--- src/rtl/adc_seq_host.sv ---
module adc_seq_host #(
  parameter int CLK_DIV = 4,
  parameter int CS_GAP  = 2
) (
  input  logic        clk,
  input  logic        rst_n,
  input  logic        start_req,
  input  logic        stop_req,
  input  logic        drdy_n,
  input  logic        miso,
  output logic        sclk,
  output logic        mosi,
  output logic        cs_n,
  output logic [23:0] sample,
  output logic        sample_valid,
  output logic        cfg_error,
  output logic        streaming
);

  localparam int GAP_CLKS = 2 * CLK_DIV * CS_GAP;
  localparam int CW       = $clog2(GAP_CLKS + 1);

  localparam logic [2:0] F_RST = 3'd0, F_WR = 3'd1, F_RD = 3'd2,
                         F_GO  = 3'd3, F_DAT = 3'd4, F_STP = 3'd5;

  typedef enum logic [2:0] {S_IDLE, S_LEAD, S_HI, S_LO, S_GAP, S_WAIT} st_t;

  function automatic logic [7:0] cfg_byte(input logic [2:0] i);
    case (i)
      3'd0: return 8'h12;
      3'd1: return 8'h0A;
      3'd2: return 8'h14;
      3'd3: return 8'h12;
      3'd4: return 8'h07;
      default: return 8'hF0;
    endcase
  endfunction

  function automatic logic [7:0] tx_byte(input logic [2:0] f, input logic [2:0] i);
    case (f)
      F_RST: return 8'h06;
      F_WR:  return (i == 3'd0) ? 8'h42 : (i == 3'd1) ? 8'h05 : cfg_byte(i - 3'd2);
      F_RD:  return (i == 3'd0) ? 8'h22 : (i == 3'd1) ? 8'h05 : 8'h00;
      F_GO:  return 8'h08;
      F_DAT: return (i == 3'd0) ? 8'h12 : 8'h00;
      default: return 8'h0A;
    endcase
  endfunction

  function automatic logic tx_msb(input logic [2:0] f, input logic [2:0] i);
    logic [7:0] b;
    b = tx_byte(f, i);
    return b[7];
  endfunction

  function automatic logic [2:0] last_idx(input logic [2:0] f);
    case (f)
      F_WR, F_RD: return 3'd7;
      F_DAT:      return 3'd3;
      default:    return 3'd0;
    endcase
  endfunction

  st_t           st;
  logic [2:0]    frame, bidx, bit_n, sync;
  logic [CW-1:0] cnt;
  logic [6:0]    rx;
  logic [15:0]   acc;
  logic          pend, stop_pend;

  wire       half_done = (cnt == CW'(CLK_DIV - 1));
  wire       gap_done  = (cnt == CW'(GAP_CLKS - 1));
  wire       drdy_fall = sync[2] & ~sync[1];
  wire [7:0] cur       = tx_byte(frame, bidx);
  wire [7:0] rx_full   = {rx, miso};

  always_ff @(posedge clk) begin
    if (!rst_n) begin
      st <= S_IDLE; frame <= F_RST; bidx <= '0; bit_n <= '0; cnt <= '0;
      sync <= 3'b111; rx <= '0; acc <= '0; pend <= 1'b0; stop_pend <= 1'b0;
      sclk <= 1'b0; mosi <= 1'b0; cs_n <= 1'b1; sample <= '0;
      sample_valid <= 1'b0; cfg_error <= 1'b0; streaming <= 1'b0;
    end else begin
      sample_valid <= 1'b0;
      cnt  <= cnt + 1'b1;
      sync <= {sync[1:0], drdy_n};
      if (drdy_fall && streaming) pend <= 1'b1;
      if (stop_req && streaming) stop_pend <= 1'b1;
      case (st)
        S_IDLE: begin
          cnt <= '0;
          if (start_req && !cfg_error) begin
            frame <= F_RST; bidx <= '0; cs_n <= 1'b0; st <= S_LEAD;
          end
        end
        S_LEAD: if (half_done) begin
          cnt <= '0; sclk <= 1'b1; mosi <= cur[7]; bit_n <= '0; st <= S_HI;
        end
        S_HI: if (half_done) begin
          cnt <= '0; sclk <= 1'b0; rx <= rx_full[6:0]; st <= S_LO;
          if (bit_n == 3'd7) begin
            if (frame == F_RD && bidx >= 3'd2 && rx_full != cfg_byte(bidx - 3'd2))
              cfg_error <= 1'b1;
            if (frame == F_DAT && bidx != 3'd0) begin
              acc <= {acc[7:0], rx_full};
              if (bidx == 3'd3) begin
                sample <= {acc, rx_full};
                sample_valid <= 1'b1;
              end
            end
          end
        end
        S_LO: if (half_done) begin
          cnt <= '0;
          if (bit_n != 3'd7) begin
            bit_n <= bit_n + 3'd1; sclk <= 1'b1; mosi <= cur[3'd6 - bit_n]; st <= S_HI;
          end else if (bidx != last_idx(frame)) begin
            bidx <= bidx + 3'd1; bit_n <= '0; sclk <= 1'b1;
            mosi <= tx_msb(frame, bidx + 3'd1); st <= S_HI;
          end else begin
            cs_n <= 1'b1; st <= S_GAP;
          end
        end
        S_GAP: if (gap_done) begin
          cnt <= '0; bidx <= '0;
          case (frame)
            F_RST: begin frame <= F_WR; cs_n <= 1'b0; st <= S_LEAD; end
            F_WR:  begin frame <= F_RD; cs_n <= 1'b0; st <= S_LEAD; end
            F_RD:  if (cfg_error) st <= S_IDLE;
                   else begin frame <= F_GO; cs_n <= 1'b0; st <= S_LEAD; end
            F_GO:  begin streaming <= 1'b1; pend <= 1'b0; st <= S_WAIT; end
            F_DAT: st <= S_WAIT;
            default: st <= S_IDLE;
          endcase
        end
        S_WAIT: begin
          cnt <= '0;
          if (stop_pend) begin
            frame <= F_STP; stop_pend <= 1'b0; pend <= 1'b0; streaming <= 1'b0;
            cs_n <= 1'b0; st <= S_LEAD;
          end else if (pend) begin
            frame <= F_DAT; pend <= 1'b0; cs_n <= 1'b0; st <= S_LEAD;
          end
        end
        default: st <= S_IDLE;
      endcase
    end
  end

  logic [CW-1:0] hi_cnt;
  always_ff @(posedge clk) begin
    if (!rst_n) hi_cnt <= CW'(GAP_CLKS);
    else if (!cs_n) hi_cnt <= '0;
    else if (hi_cnt != CW'(GAP_CLKS)) hi_cnt <= hi_cnt + 1'b1;
  end

  a_r11_cs_gap: assert property (@(posedge clk) disable iff (!rst_n)
    $fell(cs_n) |-> hi_cnt >= CW'(GAP_CLKS));
  a_r2_sclk_idle: assert property (@(posedge clk) disable iff (!rst_n)
    cs_n |-> !sclk);
  a_r2_mosi_rise_only: assert property (@(posedge clk) disable iff (!rst_n)
    (!cs_n && !$rose(sclk)) |-> $stable(mosi));
  a_r8_valid_pulse: assert property (@(posedge clk) disable iff (!rst_n)
    sample_valid |=> !sample_valid);
  a_r8_valid_in_frame: assert property (@(posedge clk) disable iff (!rst_n)
    sample_valid |-> !cs_n);
  a_r9_error_sticky: assert property (@(posedge clk) disable iff (!rst_n)
    cfg_error |=> cfg_error);
  a_r9_no_stream: assert property (@(posedge clk) disable iff (!rst_n)
    cfg_error |-> !streaming);

endmodule

--- config.mk ---
export PLATFORM = sky130hd
export DESIGN_NAME = adc_seq_host
export DESIGN_NICKNAME = d
export VERILOG_FILES = /design/src/rtl/adc_seq_host.sv
export SDC_FILE = /design/constraint.sdc
export NUM_CORES = 1
export LEC_CHECK = 0
export ABC_AREA = 1
export BUFFER_PORTS_ARGS = -buffer_cell sky130_fd_sc_hd__buf_2
export CAP_MARGIN = 40
export CORE_ASPECT_RATIO = 1.5
export CORE_MARGIN = 3
export CORE_UTILIZATION = 63
export DETAILED_ROUTE_END_ITERATION = 10
export GPL_TIMING_DRIVEN = 0
export PLACE_DENSITY = 0.85
export SETUP_SLACK_MARGIN = 0.02
export SKIP_CTS_REPAIR_TIMING = 1
export SLEW_MARGIN = 20
export SYNTH_ARGS = -nofsm -noshare
export SYNTH_HDL_FRONTEND = slang
export SYNTH_SLANG_ARGS = --single-unit
--- constraint.sdc ---
create_clock -name clk -period 3.1 [get_ports clk]
set_input_delay 0.155 -clock clk [delete_from_list [all_inputs] [get_ports clk]]
set_output_delay 0.155 -clock clk [all_outputs]
set_load 0.05 [all_outputs]
Yosys cells after proc, flatten, opt, wreduce, memory -nomap -nowiden
Index checks and enable logic that the tools add are counted.
{"block": "totals", "register_bits": 75, "output_inout_bits": 30}
{"block": "classes", "order_cmp": 2, "bitwise": 2, "add_sub_neg": 6, "muxes": 92, "n_eq_ne": 41, "reduce_logical": 39}
{"op": "two-way mux 3 bit", "n": 28}
{"op": "one-hot mux 8 bit (5 select lines)", "n": 2}
{"op": "two-way mux 8 bit", "n": 8}
{"op": "one-hot mux 8 bit (4 select lines)", "n": 2}
{"op": "one-hot mux 3 bit (3 select lines)", "n": 4}
{"op": "two-way mux 1 bit", "n": 31}
{"op": "== test 3 x 2 -> 1 bit, second input constant", "n": 9}
{"op": "two-way mux 5 bit", "n": 4}
{"op": "== test 3 x 1 -> 1 bit, second input constant", "n": 6}
{"op": "== test 3 bit, second input constant", "n": 6}
{"op": "zero test 3 bit", "n": 6}
{"op": "inequality test 2 bit, second input constant", "n": 9}
{"op": "one-hot mux 3 bit (6 select lines)", "n": 1}
{"op": "AND reduction 6 bit", "n": 3}
{"op": "AND reduction 4 bit", "n": 4}
{"op": "inequality test 3 bit, second input constant", "n": 5}
{"op": "one-hot mux 5 bit (3 select lines)", "n": 1}
{"op": "AND reduction 5 bit", "n": 3}
{"op": "two-way mux 6 bit", "n": 2}
{"op": "one-hot mux 3 bit (2 select lines)", "n": 2}
{"op": "nonzero test 3 bit", "n": 4}
{"op": "OR reduction 2 bit", "n": 6}
{"op": "AND reduction 9 bit", "n": 1}
{"op": "inequality test 8 bit", "n": 1}
{"op": "23 further kinds", "n": 34}

Depth between registers and ports, before layout
{"block": "logic_depth", "ltp_word": 12, "mapped_depth": 14}

Worst setup path after synthesis
No wires, ideal clock.
{"block": "synth_timing", "path_type": "reg-to-reg", "from": "reg bidx[1]", "to": "reg mosi", "path_buffers": 0, "setup_slack_ns": 1.242, "path_stages_with_launch": 15, "synth_period_minus_slack_ns": 1.858, "setup_ns": 0.070, "required_ns": 3.030, "arrival_ns": 1.788, "cell_sequence": "dfxtp_1 -> inv_1 -> ha_1 -> inv_1 -> nand2_1 -> nand3_1 -> nor2_1 -> nand2_1 -> nand2_1 -> nand3_1 -> nand2_1 -> nand2_1 -> nand2_1 -> nand2_1 -> a21oi_1"}
{"block": "synth_via", "elab_chain_cells": 12, "elab_cells_between_ends": 40}
{"item": "start: declaration", "line_no": "65", "text": "logic [2:0] frame, bidx, bit_n, sync;"}
{"item": "start signal: assignment", "line_no": "79", "text": "st <= S_IDLE; frame <= F_RST; bidx <= '0; bit_n <= '0; cnt <= '0;"}
{"item": "start signal: assignment", "line_no": "93", "text": "frame <= F_RST; bidx <= '0; cs_n <= 1'b0; st <= S_LEAD;"}
{"item": "start signal: assignment", "line_no": "118", "text": "bidx <= bidx + 3'd1; bit_n <= '0; sclk <= 1'b1;"}
{"item": "adder 3 x 1 -> 3 bit or subtractor 3 x 2 -> 3 bit (tied branches)", "line_no": "119, 42"}
{"item": "subtractor 3 x 2 -> 3 bit, or another cell as far along", "line_no": "42", "text": "F_WR: return (i == 3'd0) ? 8'h42 : (i == 3'd1) ? 8'h05 : cfg_byte(i - 3'd2);"}
{"item": "== test 3 x 2 -> 1 bit, or another cell as far along", "line_no": "29", "text": "case (i)"}
{"item": "OR reduction 2 bit (no source line) or one-hot mux 8 bit (4 select lines) (tied branches)"}
{"item": "one-hot mux 8 bit (4 select lines) or two-way mux 8 bit (tied branches)", "line_no": "29, 42"}
{"item": "two-way mux 8 bit", "line_no": "42"}
{"item": "two-way mux 8 bit or one-hot mux 8 bit (5 select lines) (tied branches)", "line_no": "42, 40"}
{"item": "one-hot mux 8 bit (5 select lines) or binary-select mux 1 bit (select 3 bit) (tied branches)", "line_no": "40, 116"}
{"item": "two-way mux 1 bit, on equally long branches", "line_no": "117, 116"}
{"item": "two-way mux 1 bit", "line_no": "115", "text": "if (bit_n != 3'd7) begin"}
{"item": "two-way mux 1 bit", "line_no": "113", "text": "S_LO: if (half_done) begin"}
{"item": "one-hot mux 1 bit (2 select lines)", "line_no": "89", "text": "case (st)"}
{"item": "end signal: assignment", "line_no": "97", "text": "cnt <= '0; sclk <= 1'b1; mosi <= cur[7]; bit_n <= '0; st <= S_HI;"}
{"item": "end signal: assignment", "line_no": "116", "text": "bit_n <= bit_n + 3'd1; sclk <= 1'b1; mosi <= cur[3'd6 - bit_n]; st <= S_HI;"}
{"item": "end signal: assignment", "line_no": "119", "text": "mosi <= tx_msb(frame, bidx + 3'd1); st <= S_HI;"}
{"item": "end: declaration", "line_no": "12", "text": "output logic mosi,"}
Parallel ways exist; a longest one is shown, timed or not. The select of a mux whose other input is x is not followed.
A chain may end at the register's enable or synchronous reset.

Worst setup path after layout
{"block": "layout_timing", "from": "reg bidx[1]", "to": "reg cfg_error"}
{"block": "layout_via", "elab_chain_cells": 11, "elab_cells_between_ends": 17}
{"item": "subtractor 3 x 2 -> 3 bit", "line_no": "102", "text": "if (frame == F_RD && bidx >= 3'd2 && rx_full != cfg_byte(bidx - 3'd2))"}
{"item": "== test 3 x 2 -> 1 bit or zero test 3 bit (tied branches)", "line_no": "29"}
{"item": "OR reduction 2 bit (no source line)"}
{"item": "one-hot mux 8 bit (4 select lines)", "line_no": "29"}
{"item": "two-way mux 8 bit", "line_no": "101", "text": "if (bit_n == 3'd7) begin"}
{"item": "two-way mux 8 bit", "line_no": "99", "text": "S_HI: if (half_done) begin"}
{"item": "two-way mux 8 bit", "line_no": "89"}
{"item": "two-way mux 8 bit", "line_no": "78", "text": "if (!rst_n) begin"}
{"item": "inequality test 8 bit", "line_no": "102"}
{"item": "logical AND 1 bit (*)", "line_no": "102"}
{"item": "AND reduction 4 bit (no source line) (*)"}
{"item": "end signal: assignment", "line_no": "82", "text": "sample_valid <= 1'b0; cfg_error <= 1'b0; streaming <= 1'b0;"}
{"item": "end signal: assignment", "line_no": "103", "text": "cfg_error <= 1'b1;"}
{"item": "end: declaration", "line_no": "16", "text": "output logic cfg_error,"}
Mark *: on every way between the ends. The rest lies on a longest branch, timed or not. The select of a mux whose other input is x is not followed.

==> flow_summary_export.csv <==
group,metric,value,unit
synth,synth_compound_area_share,19.3,%
route,dr.pass1.iters,6,
timing,post-route-period-util,71.7,%
cells_and_area,area_growth,13.8,%
critical_path,setup.worst_path.start_class,"flip-flop",
critical_path,crit_chain,"inv_1, ha_1, inv_1, nand2_1, nand3_1, nor2_1, nand2_1, nand2_1, inv_1, nand4_1, nand3b_1, a21oi_1",
global_route,antenna_found_initial,0,
cells_and_area,layout-drive-gt1-share,14.1,%
placement,portBuffers,35,
synth,synth_adder_area_share,5.12,%
power,peakVddDrop,415,uV
global_route,grt_max_degree,15,
timing,final.setup.worst_slack,0.878,ns
power,power_density,497,nW/um^2
route,vias,3477,
synth,synthSimpleGateAreaFrac,22.4,%
floorplan,die_x,68.3,um
global_route,grt_pass1_vias,3252,
critical_path,rr_startpoint,"bidx[1]$_SDFFE_PN0P_",
clock_tree,htreeDepth,3,
critical_path,crit_family,"simple AND/OR/NAND/NOR gates",
synth,synthMuxAreaShare,0,%
critical_path,worstPathArrival,2.51,ns
clock_tree,cts.sinks,75,
route,drt-total-wl,9080,um
critical_path,crit_fanout,7,
placement,hpwl,6590,um
clock_tree,clk_pin_slew,0.08,ns
global_route,grt_overflow,0,
power,p_leak,1.88,nW
cells_and_area,antennaDiodeCount,0,
timing,min_period,2.22,ns
critical_path,slowest_delay,0.46,ns
timing,drv_slew,0,
floorplan,dieArea,6790,um^2
min_path,holdPathEnd,"stop_pend$_SDFF_PN0_",
critical_path,slowest_stage,"dfxtp_1",
synth,ys_warn_count,0,
clock_tree,tritoncts,"done",
critical_path,r2r_cells,12,
synth,syn-mean-instance-area,7.14,um^2
placement,gp_congestion,0.950,
critical_path,cp-end-kind,"flip-flop",
status,outcome,"finished, final reports clean",
clock_tree,root_buffer,"clkbuf_8",
floorplan,chipHeight,99.5,um
floorplan,initial_utilization,66.3,%
synth,ys_seq_area_share,40.9,%
min_path,hold_start,"stop_req",
cells_and_area,num-fill-cells,444,
timing,setup_viol,0,
timing,relSlewSlack,55.3,%
timing,finalClockSkew,0.0115,ns
critical_path,r2r_end,"cfg_error$_SDFFE_PN0P_",
synth,synth_cell_types,37,
synth,synthCells,514,
synth,synth_top_family_by_area,"simple AND/OR/NAND/NOR gates",
timing,max_freq,450,MHz
floorplan,rows,33,
timing,fin_setup_tns,0,ns
min_path,hold_class,"in -> reg",
cells_and_area,final_cell_mix,"84 x nand2_1, 78 x inv_1, 75 x dfxtp_1, 57 x o21ai_0, 55 x nor2_1",
critical_path,path_buf_inv,3,
placement,pre_cts_slack,0.930,ns
clock_tree,clock_latency,0.36,ns
synth,synthesis.nets,535,
critical_path,rrSetupSlack,0.88,ns
clock_tree,cts_buffers,9,
synth,synth_seq_cells,75,
global_route,grt_pass1_wl,14600,um
cells_and_area,mostFrequentLayoutCell,"nand2_1",
route,routed_via_density,5.47,
timing,finalHoldViolations,0,
global_route,grt_use_total,28.6,%
floorplan,fp.coreArea,5530,um^2
route,drtAntennaViolNets,0,
critical_path,critical_path_class,"reg -> reg",
job,cap_viol_max_count,0,
min_path,whs_path_depth,3,
floorplan,pin_count,36,
critical_path,cp.required,3.39,ns
cells_and_area,nets,582,
synth,synthXorXnorAreaFrac,0.955,%
route,drt_iter0_markers,217,
route,post_drt_wl_per_cell,14.3,um
synth,syn-cell-area,3670,um^2
timing,rsz0062_at_grt,"no",
timing,tightest_slew,0.666,ns
route,drc,0,
clock_tree,cts_max_path_buffers,2,
## routing by layer
metal	global-route usage, %	part of all wire [%]	wire length (um)
met3	7.12	4.7	430
met2	51.9	53	4780
met4	12.4	4.0	359
met5	0	0	0
met1	29.7	39	3510
## metrics by stage
step                power, mW  area (um^2)  hold WS, ns  std cells  util (%)
global route             2.15         4170       0.0757        636      75.4
detailed placement       1.21         3930        0.345        619      71.1
finish                   2.07         4170       0.0468        636      75.4
CTS                      2.07         4160      -0.0255        635      75.3
floorplan                1.16         3670        0.262        514         -
global placement         1.20         3930        0.339        619      71.1
## synthesized netlist by cell type
cell type / n / area (um^2)
xor2_1: 4 / 35.0
nand2_1: 84 / 315
nand3_2: 1 / 10.0
ha_1: 15 / 188
a221oi_1: 1 / 8.76
o211ai_1: 1 / 7.51
inv_1: 78 / 293
o2111ai_1: 1 / 8.76
a311oi_1: 1 / 8.76
clkbuf_1: 8 / 30.0
nand4_1: 7 / 43.8
nand3_1: 22 / 110
buf_6: 4 / 45.0
o21ai_2: 1 / 8.76
a31oi_1: 2 / 12.5
a22oi_1: 1 / 7.51
inv_2: 8 / 30.0
o22ai_1: 1 / 6.26
a21oi_1: 53 / 265
nor2_4: 4 / 45.0
nor2_2: 2 / 12.5
or2_1: 1 / 6.26
a211oi_1: 9 / 67.6
o31ai_1: 1 / 7.51
buf_2: 3 / 15.0
o21ai_0: 57 / 285
nor2_1: 55 / 206
a21boi_0: 1 / 7.51
nand3b_1: 1 / 7.51
dfxtp_1: 75 / 1500
nand2_2: 2 / 12.5
nand2_4: 1 / 11.3
o21ai_1: 1 / 5.00
nor4_1: 1 / 6.26
nor3_1: 3 / 15.0
or2_2: 3 / 18.8
clkinv_1: 1 / 3.75
## power breakdown
| part | internal, mW | leakage, nW | total, mW | switching (mW) |
|---|---|---|---|---|
| sequential | 0.978 | 0.606 | 0.995 | 0.0172 |
| clock | 0.485 | 0.118 | 0.883 | 0.398 |
| combinational | 0.0584 | 1.16 | 0.195 | 0.137 |
| total | 1.52 | 1.88 | 2.07 | 0.552 |
## worst min-delay path, stage by stage
cell and delay (ns):
buf_2 0.07, a21oi_1 0.05, nor2_1 0.09
## worst max path at each step
stage,from,end,slack [ns],cells past startpoint
finish,bidx[1]$_SDFFE_PN0P_,cfg_error$_SDFFE_PN0P_,0.88,12
global route,bidx[1]$_SDFFE_PN0P_,mosi$_SDFFE_PN0P_,0.63,14
CTS,bidx[1]$_SDFFE_PN0P_,mosi$_SDFFE_PN0P_,0.90,14
detailed placement,bidx[1]$_SDFFE_PN0P_,mosi$_SDFFE_PN0P_,0.93,14
global placement,bidx[1]$_SDFFE_PN0P_,mosi$_SDFFE_PN0P_,0.96,14
floorplan,bidx[1]$_SDFFE_PN0P_,mosi$_SDFFE_PN0P_,1.24,14
## flip-flops by register name (all words and copies together), names as in the netlist
name and cells:
acc 16, bidx 3, bit_n 3, cfg_error 1
cnt 5, cs_n 1, frame 3, mosi 1
pend 1, rx 7, sample 24, sample_valid 1
sclk 1, st 3, stop_pend 1, streaming 1
sync 3
## final cells by class
cell class / instances / area [um^2] / area share (%)
Buffer: 15 / 90.1 / 2.16
Timing Repair Buffer: 36 / 185 / 4.44
Tap cell: 70 / 87.6 / 2.10
Sequential cell: 75 / 1500 / 36.0
Clock buffer: 10 / 138 / 3.30
Clock inverter: 6 / 95.1 / 2.28
Inverter: 87 / 327 / 7.82
Multi-Input combinational cell: 337 / 1750 / 41.9
## cell families (layout without fill, tap and decap cells)
| kind of cell | after synthesis | count (layout) |
|---|---|---|
| AO/OA/AOI/OAI | 131 | 131 |
| XOR/XNOR | 4 | 4 |
| adder cells (fa/ha/maj) | 15 | 15 |
| buffers and inverters | 102 | 154 |
| flip-flops | 75 | 75 |
| AND/OR/NAND/NOR | 187 | 187 |
Power figures use the tool's default switching activity.
